**src/rtl/dma_rf_pkg.sv**
```systemverilog
package dma_rf_pkg;
  // word select inside one channel slot
  typedef enum logic [1:0] {
    SEL_ADDR = 2'd0,
    SEL_BLK  = 2'd1,
    SEL_CTRL = 2'd2,
    SEL_NONE = 2'd3
  } reg_sel_e;

  // log2 of the byte stride between channel slots
  localparam int unsigned SLOT_LG = 4;
endpackage

```
**src/rtl/dma_rf_decode.sv**
```systemverilog
module dma_rf_decode
  import dma_rf_pkg::*;
#(
  parameter int unsigned AW      = 8,
  parameter int unsigned NUM_CH  = 7,
  parameter int unsigned CW      = 3,
  parameter logic [AW-1:0] CH_BASE = 8'h80,
  parameter logic [AW-1:0] EN_OFF  = 8'hF0
) (
  input  logic [AW-1:0] addr,
  output logic          hit_ch,
  output logic [CW-1:0] ch_idx,
  output reg_sel_e      sel,
  output logic          hit_en
);
  logic [AW-1:0] off;
  logic [AW-1:0] slot;
  logic [1:0]    word;
  logic          in_range;

  always_comb begin
    off      = addr - CH_BASE;
    slot     = off >> SLOT_LG;
    word     = off[SLOT_LG-1:2];
    in_range = (addr >= CH_BASE) && (slot < AW'(NUM_CH));
    hit_ch   = in_range && (off[1:0] == 2'b00) && (word != 2'b11);
    ch_idx   = slot[CW-1:0];
    sel      = hit_ch ? reg_sel_e'(word) : SEL_NONE;
    hit_en   = (addr == EN_OFF);
  end
endmodule

```
**src/rtl/dma_rf_chan.sv**
```systemverilog
module dma_rf_chan
  import dma_rf_pkg::*;
#(
  parameter int unsigned DW        = 32,
  parameter int unsigned START_BIT = 24
) (
  input  logic          clk,
  input  logic          rst_n,
  input  logic          wr,
  input  reg_sel_e      sel,
  input  logic [DW-1:0] wdata,
  input  logic          done,
  output logic [DW-1:0] addr_q,
  output logic [DW-1:0] blk_q,
  output logic [DW-1:0] ctrl_q
);
  always_ff @(posedge clk) begin
    if (!rst_n) begin
      addr_q <= '0;
      blk_q  <= '0;
      ctrl_q <= '0;
    end else begin
      // completion first; a same-cycle command write below overrides it
      if (done) ctrl_q[START_BIT] <= 1'b0;
      if (wr) begin
        case (sel)
          SEL_ADDR: addr_q <= wdata;
          SEL_BLK:  blk_q  <= wdata;
          SEL_CTRL: ctrl_q <= wdata;
          default:  ;
        endcase
      end
    end
  end

  // completion drops the go bit when no command write competes
  p_done_clears_r6: assert property (@(posedge clk) disable iff (!rst_n)
    (done && !(wr && sel == SEL_CTRL)) |=> !ctrl_q[START_BIT]);

  // a command write is stored whole, even against a done
  p_write_wins_r7: assert property (@(posedge clk) disable iff (!rst_n)
    (wr && sel == SEL_CTRL) |=> (ctrl_q == $past(wdata)));
endmodule

```
**src/rtl/dma_rf_launch.sv**
```systemverilog
module dma_rf_launch #(
  parameter int unsigned DW        = 32,
  parameter int unsigned CW        = 3,
  parameter int unsigned START_BIT = 24
) (
  input  logic          clk,
  input  logic          rst_n,
  input  logic          wr_ctrl,
  input  logic [CW-1:0] ch_idx,
  input  logic [DW-1:0] wdata,
  input  logic          en_bit,
  input  logic          busy_bit,
  input  logic [DW-1:0] cur_addr,
  input  logic [DW-1:0] cur_blk,
  output logic          launch_valid,
  output logic [CW-1:0] launch_chan,
  output logic [DW-1:0] launch_addr,
  output logic [DW-1:0] launch_blk,
  output logic [DW-1:0] launch_ctrl,
  output logic          restart_valid,
  output logic [CW-1:0] restart_chan
);
  logic go;
  logic fire;
  logic again;

  always_comb begin
    go    = wr_ctrl && wdata[START_BIT];
    fire  = go && en_bit;
    again = go && busy_bit;
  end

  always_ff @(posedge clk) begin
    if (!rst_n) begin
      launch_valid  <= 1'b0;
      launch_chan   <= '0;
      launch_addr   <= '0;
      launch_blk    <= '0;
      launch_ctrl   <= '0;
      restart_valid <= 1'b0;
      restart_chan  <= '0;
    end else begin
      launch_valid  <= fire;
      restart_valid <= again;
      if (fire) begin
        launch_chan <= ch_idx;
        launch_addr <= cur_addr;
        launch_blk  <= cur_blk;
        launch_ctrl <= wdata;
      end
      if (again) restart_chan <= ch_idx;
    end
  end

  // a launched command always carries its go bit
  p_launch_go_r4: assert property (@(posedge clk) disable iff (!rst_n)
    launch_valid |-> launch_ctrl[START_BIT]);

  // a restart report needs a command write with the go bit in the prior cycle
  p_restart_cause_r8: assert property (@(posedge clk) disable iff (!rst_n)
    restart_valid |-> $past(wr_ctrl && wdata[START_BIT]));
endmodule

```
**src/rtl/dma_regfile.sv**
```systemverilog
module dma_regfile
  import dma_rf_pkg::*;
#(
  parameter int unsigned   NUM_CH    = 7,
  parameter int unsigned   SKIP_CH   = 5,
  parameter int unsigned   DW        = 32,
  parameter int unsigned   AW        = 8,
  parameter int unsigned   START_BIT = 24,
  parameter logic [AW-1:0] CH_BASE   = 8'h80,
  parameter logic [AW-1:0] EN_OFF    = 8'hF0,
  parameter logic [DW-1:0] EN_RESET  = 32'h0765_4321,
  localparam int unsigned  CW        = $clog2(NUM_CH)
) (
  input  logic              clk,
  input  logic              rst_n,
  input  logic              wr_en,
  input  logic [AW-1:0]     wr_addr,
  input  logic [DW-1:0]     wr_data,
  input  logic [AW-1:0]     rd_addr,
  output logic [DW-1:0]     rd_data,
  input  logic [NUM_CH-1:0] done_i,
  output logic              launch_valid,
  output logic [CW-1:0]     launch_chan,
  output logic [DW-1:0]     launch_addr,
  output logic [DW-1:0]     launch_blk,
  output logic [DW-1:0]     launch_ctrl,
  output logic              restart_valid,
  output logic [CW-1:0]     restart_chan
);
  localparam int unsigned EW = CW + 2;

  logic          w_hit_ch, w_hit_en, r_hit_ch, r_hit_en;
  logic [CW-1:0] w_idx, r_idx;
  reg_sel_e      w_sel, r_sel;

  dma_rf_decode #(.AW(AW), .NUM_CH(NUM_CH), .CW(CW), .CH_BASE(CH_BASE), .EN_OFF(EN_OFF))
    u_wdec (.addr(wr_addr), .hit_ch(w_hit_ch), .ch_idx(w_idx), .sel(w_sel), .hit_en(w_hit_en));
  dma_rf_decode #(.AW(AW), .NUM_CH(NUM_CH), .CW(CW), .CH_BASE(CH_BASE), .EN_OFF(EN_OFF))
    u_rdec (.addr(rd_addr), .hit_ch(r_hit_ch), .ch_idx(r_idx), .sel(r_sel), .hit_en(r_hit_en));

  // shared enable word
  logic [DW-1:0] en_q;
  always_ff @(posedge clk) begin
    if (!rst_n)                 en_q <= EN_RESET;
    else if (wr_en && w_hit_en) en_q <= wr_data;
  end

  logic [DW-1:0] addr_q [NUM_CH];
  logic [DW-1:0] blk_q  [NUM_CH];
  logic [DW-1:0] ctrl_q [NUM_CH];
  logic [NUM_CH-1:0] ch_wr;

  for (genvar n = 0; n < NUM_CH; n++) begin : g_ch
    if (n == SKIP_CH) begin : g_dead
      assign ch_wr[n] = 1'b0;       // writes to this slot are dropped
    end else begin : g_live
      assign ch_wr[n] = wr_en && w_hit_ch && (w_idx == CW'(n));
    end
    dma_rf_chan #(.DW(DW), .START_BIT(START_BIT)) u_chan (
      .clk(clk), .rst_n(rst_n), .wr(ch_wr[n]), .sel(w_sel), .wdata(wr_data),
      .done(done_i[n]), .addr_q(addr_q[n]), .blk_q(blk_q[n]), .ctrl_q(ctrl_q[n]));
  end

  logic          wr_ctrl;
  logic [EW-1:0] en_pos;
  logic          en_bit;
  always_comb begin
    wr_ctrl = (|ch_wr) && (w_sel == SEL_CTRL);
    en_pos  = {w_idx, 2'b11};
    en_bit  = en_q[en_pos];
  end

  dma_rf_launch #(.DW(DW), .CW(CW), .START_BIT(START_BIT)) u_launch (
    .clk(clk), .rst_n(rst_n), .wr_ctrl(wr_ctrl), .ch_idx(w_idx), .wdata(wr_data),
    .en_bit(en_bit), .busy_bit(ctrl_q[w_idx][START_BIT]),
    .cur_addr(addr_q[w_idx]), .cur_blk(blk_q[w_idx]),
    .launch_valid(launch_valid), .launch_chan(launch_chan), .launch_addr(launch_addr),
    .launch_blk(launch_blk), .launch_ctrl(launch_ctrl),
    .restart_valid(restart_valid), .restart_chan(restart_chan));

  // readback
  always_comb begin
    rd_data = '0;
    if (r_hit_en) rd_data = en_q;
    else if (r_hit_ch) begin
      case (r_sel)
        SEL_ADDR: rd_data = addr_q[r_idx];
        SEL_BLK:  rd_data = blk_q[r_idx];
        SEL_CTRL: rd_data = ctrl_q[r_idx];
        default:  rd_data = '0;
      endcase
    end
  end

  // the dead channel never appears on the launch strobe
  p_skip_no_launch_r3: assert property (@(posedge clk) disable iff (!rst_n)
    launch_valid |-> (launch_chan != CW'(SKIP_CH)));

  // writes outside a command word are never followed by a launch
  p_data_no_launch_r5: assert property (@(posedge clk) disable iff (!rst_n)
    $past(wr_en && w_sel != SEL_CTRL) |-> !launch_valid);

  // strobes are low in the first cycle out of reset
  p_reset_quiet_r1: assert property (@(posedge clk)
    $past(!rst_n) |-> (!launch_valid && !restart_valid));
endmodule

```
**config.mk**
```make
export PLATFORM = sky130hd
export DESIGN_NAME = dma_regfile
export DESIGN_NICKNAME = d
export VERILOG_FILES = /design/src/rtl/dma_rf_pkg.sv /design/src/rtl/dma_rf_decode.sv /design/src/rtl/dma_rf_chan.sv /design/src/rtl/dma_rf_launch.sv /design/src/rtl/dma_regfile.sv
export SDC_FILE = /design/constraint.sdc
export NUM_CORES = 2
export LEC_CHECK = 0
export ABC_AREA = 1
export BUFFER_PORTS_ARGS = -buffer_cell sky130_fd_sc_hd__buf_4
export CELL_PAD_IN_SITES_DETAIL_PLACEMENT = 0
export CELL_PAD_IN_SITES_GLOBAL_PLACEMENT = 1
export CORE_ASPECT_RATIO = 1.2
export CORE_MARGIN = 2
export CORE_UTILIZATION = 39
export CTS_CLUSTER_DIAMETER = 80
export DETAILED_ROUTE_END_ITERATION = 16
export HOLD_SLACK_MARGIN = 0.15
export PLACE_DENSITY = 0.74
export SLEW_MARGIN = 30
export SYNTH_ARGS = -nofsm -noshare
export SYNTH_HDL_FRONTEND = slang
export SYNTH_SLANG_ARGS = --single-unit
```
**constraint.sdc**
```tcl
create_clock -name clk -period 5.5 [get_ports clk]
set_clock_uncertainty 0.15 [all_clocks]
set_input_delay 0.825 -clock clk [delete_from_list [all_inputs] [get_ports clk]]
set_output_delay 0.825 -clock clk [all_outputs]
set_load 0.01 [all_outputs]
```
After elaboration in Yosys (flattened, before gate mapping)

Cells that the tools add are included.

$add $sub $neg: 2
$mul: 0
Div/mod/pow operators: 0
$lt $le $gt $ge: 7
Equal/unequal tests: 13
Shift-type cells: 0
Muxes and demuxes: 43
Bitwise logic cells: 2
Reductions and logical operators: 42

Operators with widths:

| kind                                                 | number |
|---|---|
| binary-select mux 32 bit (select 3 bit)              | 6 |
| two-way mux 32 bit                                   | 12 |
| two-way mux 25 bit                                   | 14 |
| one-hot mux 32 bit (3 select lines)                  | 1 |
| AND reduction 2 bit                                  | 18 |
| logical AND 1 bit                                    | 18 |
| equality test 8 bit (second input constant)          | 2 |
| >= comparator 8 bit (second input constant)          | 2 |
| subtractor 8 bit (second input constant)             | 2 |
| >= comparator 4 bit (second input constant)          | 2 |
| logical NOT 2 bit                                    | 4 |
| < comparator 4 x 3 -> 1 bit (second input constant)  | 2 |
| inverter 3 -> 4 bit                                  | 2 |
| two-way mux 1 bit                                    | 7 |
| equality test 3 x 2 -> 1 bit (second input constant) | 2 |
| equality test 3 bit (second input constant)          | 2 |
| < comparator 5 x 6 -> 1 bit (second input constant)  | 1 |
| OR reduction 6 bit                                   | 1 |
| equality test 2 x 1 -> 1 bit (second input constant) | 2 |
| equality test 2 bit (second input constant)          | 2 |
| two-way mux 2 bit                                    | 2 |
| inequality test 2 bit (second input constant)        | 2 |
| binary-select mux 1 bit (select 3 bit)               | 1 |
| equality test 3 x 1 -> 1 bit (second input constant) | 1 |
| logical NOT 3 bit                                    | 1 |

Flip-flop bits (word level): 712
Bits in latches: 0
Memory bits (writable): 0
Memory bits (read-only): 0
Input port bits: 58
Output and inout port bits: 136
Logic and storage cells: 141
Memories: 0

Logic depth before layout (Yosys ltp)

Word-level depth: 11
Gate-level depth with buffers: 13
Mapped depth without buffers: 10

Modules after synthesis

A second synthesis with hierarchy kept.

Cell total of the unflattened synthesis: 7761
Area, all modules: 45987.9 um^2

By module, submodules not included:

| module        | times used | cells an instance | area an instance (um^2) | seq. area each (um^2) |
|---|---|---|---|---|
| dma_rf_chan   | 7          | 618               | 4125.2                  | 1921.8 |
| dma_regfile   | 1          | 2745              | 12734.7                 | 640.6 |
| dma_rf_launch | 1          | 648               | 4174.0                  | 2082.0 |
| dma_rf_decode | 2          | 21                | 101.3                   | 0.0 |

Least setup slack after synthesis

No wires, ideal clock.

Path kind: input to output
Start point: in rd_addr[4]
End point: out rd_data[21]
Arrival time: 2.102 ns
Required time: 4.525 ns
Path slack: 2.423 ns
Cell stages on the path: 9
Path buffers: 3
Path through: clkbuf_1 > clkbuf_1 > buf_1 > nor2_1 > nor2_1 > o21ai_0 > nand3_1 > nand3_1 > nand4_1

Longest elaborated chain between the ends: 10
Elaborated cells between the ends (all ways): 24
Classes of those cells: 1 x add/sub; 2 x order compare; 3 x eq/ne; 13 x mux; 1 x bitwise; 4 x reduce/logical

RTL lines:

| element                                           | line                | RTL |
|---|---|---|
| from (decl)                                       | dma_regfile.sv:19   | `input logic [AW-1:0] rd_addr,` |
| subtractor 8 bit                                  | dma_rf_decode.sv:22 | `off = addr - CH_BASE;` |
| < comparator 4 x 3 -> 1 bit                       | dma_rf_decode.sv:25 | `in_range = (addr >= CH_BASE) && (slot < AW'(NUM_CH));` |
| logical AND 1 bit                                 | dma_rf_decode.sv:25 |  |
| logical AND 1 bit (2 in a row)                    | dma_rf_decode.sv:26 | `hit_ch = in_range && (off[1:0] == 2'b00) && (word != 2'b11);` |
| two-way mux 2 bit                                 | dma_rf_decode.sv:28 | `sel = hit_ch ? reg_sel_e'(word) : SEL_NONE;` |
| equality test 2 bit, or another cell as far along | dma_regfile.sv:86   | `case (r_sel)` |
| one-hot mux 32 bit (3 select lines)               | dma_regfile.sv:86   |  |
| two-way mux 32 bit                                | dma_regfile.sv:85   | `else if (r_hit_ch) begin` |
| two-way mux 32 bit (*)                            | dma_regfile.sv:84   | `if (r_hit_en) rd_data = en_q;` |
| to (decl)                                         | dma_regfile.sv:20   | `output logic [DW-1:0] rd_data,` |

Every way passes the cells marked *; elsewhere a longest branch is shown, timed or not. The select of a mux whose other input is x is not followed.

Final worst setup path

Start point: in rd_addr[6]
End point: out rd_data[10]

Same word-level chain as after synthesis.

==> results_dict.tcl <==
set metrics [dict create \
    std_cell_rows 120 \
    synth_xor_area_frac 0 \
    path_max_fanout 71 \
    drv_slew 0 \
    die_w_um 278 \
    cts.clk_slew.worst_paths_ns 0.06 \
    syn_nets 5591 \
    numCtsBuffers 77 \
    design.core.area_mm2 0.0892 \
    synth_top_area_frac 0.406 \
    final_common_cell "nand2_1" \
    fin_crit_ns 4.34 \
    drive_gt1_frac 0.0815 \
    cts.sinks 712 \
    dieArea_mm2 0.0925 \
    hold_buffers 0 \
    synth-adder-area-share 0 \
    synthMuxAreaShare 0 \
    cp.arrival_ns 3.37 \
    fmax_mhz 230 \
    cp_data_required_time_ns 4.53 \
    cts.repair.resized 0 \
    irDropWorstVdd_mv 0.219 \
    cp_cell_sequence "buf_4 > buf_4 > o21ai_0 > nand3_1 > nand4_1 > buf_4" \
    yosysTopAreaCell "dfxtp_1" \
    first_pass_iters 6 \
    grt_pass1_vias 32900 \
    setup_tns_ns 0 \
    final_core_util 0.443 \
    ys_ff_latch 712 \
    leakagePower_nw 15.5 \
    crit_top_cell "buf_4" \
    synth_area_mm2 0.0351 \
    syn2layout_area_growth_pct 12.6 \
    synth_seq_area_share 0.406 \
    relSlewSlack 0.255 \
    grt.total_usage 0.319 \
    timing.reg2reg.setup_slack_ns 2.89 \
    overflow 0 \
    grt_pass1_wl_mm 223 \
    dpl.hpwl_mm 88.1 \
    insertion_delay_ns 0.65 \
    cp_slowest_cell "buf_4" \
    cts_buffer_depth 3 \
    most-common-layout-cells "nand2_1, nor2_1, a21oi_1, dfxtp_1, nand3_1" \
    syn_avg_cell_area_um2 6.35 \
    hold_class "in2reg" \
    hold_viol 0 \
    die_h_um 333 \
    synth_cell_types 25 \
    ios 194 \
    start_util 0.394 \
    drt-total-wl_mm 152 \
    htreeDepth 3 \
    rsz0062_at_grt "no" \
    via_per_inst 5.58 \
    outcome "complete, no violations" \
    numPortBuffers 192 \
    power_density_mw_per_mm2 287 \
    antenna_found_initial 8 \
    syn_inst 5533 \
    cpPeakStageDelay_ns 0.93 \
    gp_congestion 0.831 \
    drtIter0Drc 4123 \
    fin_nets 5462 \
    via_count 37000 \
    worstMarginPinSlew_ns 1.12 \
    synth_top_family_by_area "simple AND/OR/NAND/NOR gates" \
    antenna_left 0 \
    cp-end-kind "output pin" \
    cp-start-kind "primary input" \
    synth_warnings 0 \
    detail_route.wl_per_cell_um 22.9 \
    cts_setup_buffers 0 \
    synth_compound_area_frac 0.183 \
    synthTopCellsByArea "dfxtp_1, nand2_1, a21oi_1" \
    synth_simple_gate_area_frac 0.334 \
    root_buffer "clkbuf_16" \
    setup_viol 0 \
    path_class "in2out" \
    cts_tree "built" \
    maxCapViolCount 0 \
    finalCritPeriodShare 0.790 \
    grt_max_degree 167 \
    drc_errors 0 \
]
cell type report:
type	instances	area (um^2)
timing repair buffer	283	2400
inverter	181	706
antenna	2	5.00
clock buffer	119	2290
tap	1159	1450
sequential	712	14300
multi-input combinational	4149	18200
clock inverter	17	179
fill	9528	49700
metrics by stage:
step | setup WS, ns | instances | total power, W | hold WS, ns | cell area [um^2]
after floorplan | 2.42 | 5533 | 0.00581 | 0.274 | 35100
after global routing | 1.14 | 6621 | 0.0117 | 0.282 | 39500
final | 1.16 | 6622 | 0.0114 | 0.274 | 39500
after detailed placement | 1.25 | 6483 | 0.00617 | 0.287 | 37000
after CTS | 1.25 | 6619 | 0.0114 | 0.245 | 39500
after global placement | 1.25 | 6483 | 0.00617 | 0.283 | 37000
per-layer routing:
layer  routed length [um]  vias up  track usage
li1                     -    17700            -
met1                67900    17400        0.453
met2                66600     1641        0.497
met3                13300      256       0.0540
met4                 3750        8       0.0838
met5                   55        -            0
power by group:
part	switching [W]	total [W]	internal [W]
Clock	0.00227	0.00527	0.00300
Sequential	0.00000340	0.00517	0.00516
Combinational	0.000735	0.000917	0.000183
synth_stat cells, drive strengths merged:
library cell / instances
dfxtp: 712
nand2: 1375
nand4: 46
clkinv: 20
a21oi: 819
nor3: 2
clkbuf: 318
a21boi: 1
o211ai: 14
nand3: 488
inv: 161
nor2: 961
o21ai: 443
buf: 173
cells by family (layout without fill, tap and decap cells):
kind of cell           count (synthesis)  in the layout
AOI/OAI and AO/OA                   1277           1277
buffers and inverters                672            600
DFF                                  712            712
other                                  0              2
and+or+nand+nor                     2872           2872
critical path, delay by kind of cell:
kind                   cells  cell delay (ns)
buffers and inverters      3             1.65
AO/OA/AOI/OAI              1             0.24
AND/OR/NAND/NOR            2             0.58
flip-flops by register name, indices dropped and copies added (netlist names):
register and count:
en_q 32, g_ch.u_chan.addr_q 192, g_ch.u_chan.blk_q 192, g_ch.u_chan.ctrl_q 192
u_launch.launch_addr 32, u_launch.launch_blk 32, u_launch.launch_chan 3, u_launch.launch_ctrl 32
u_launch.launch_valid 1, u_launch.restart_chan 3, u_launch.restart_valid 1
final timing paths:
path / start / end / depth (start not counted)
worst max-delay path: rd_addr[6] / rd_data[10] / 6
worst min-delay path: done_i[1] / g_ch[1].u_chan.ctrl_q[24]$_SDFF_PN0_ / 4
worst max register to register: en_q[3]$_SDFFE_PN0P_ / u_launch.launch_addr[0]$_SDFFE_PN0P_ / 10
worst min register to register: en_q[12]$_SDFFE_PN0P_ / en_q[12]$_SDFFE_PN0P_ / 2
No activity file was read; power rests on OpenSTA's default activity.
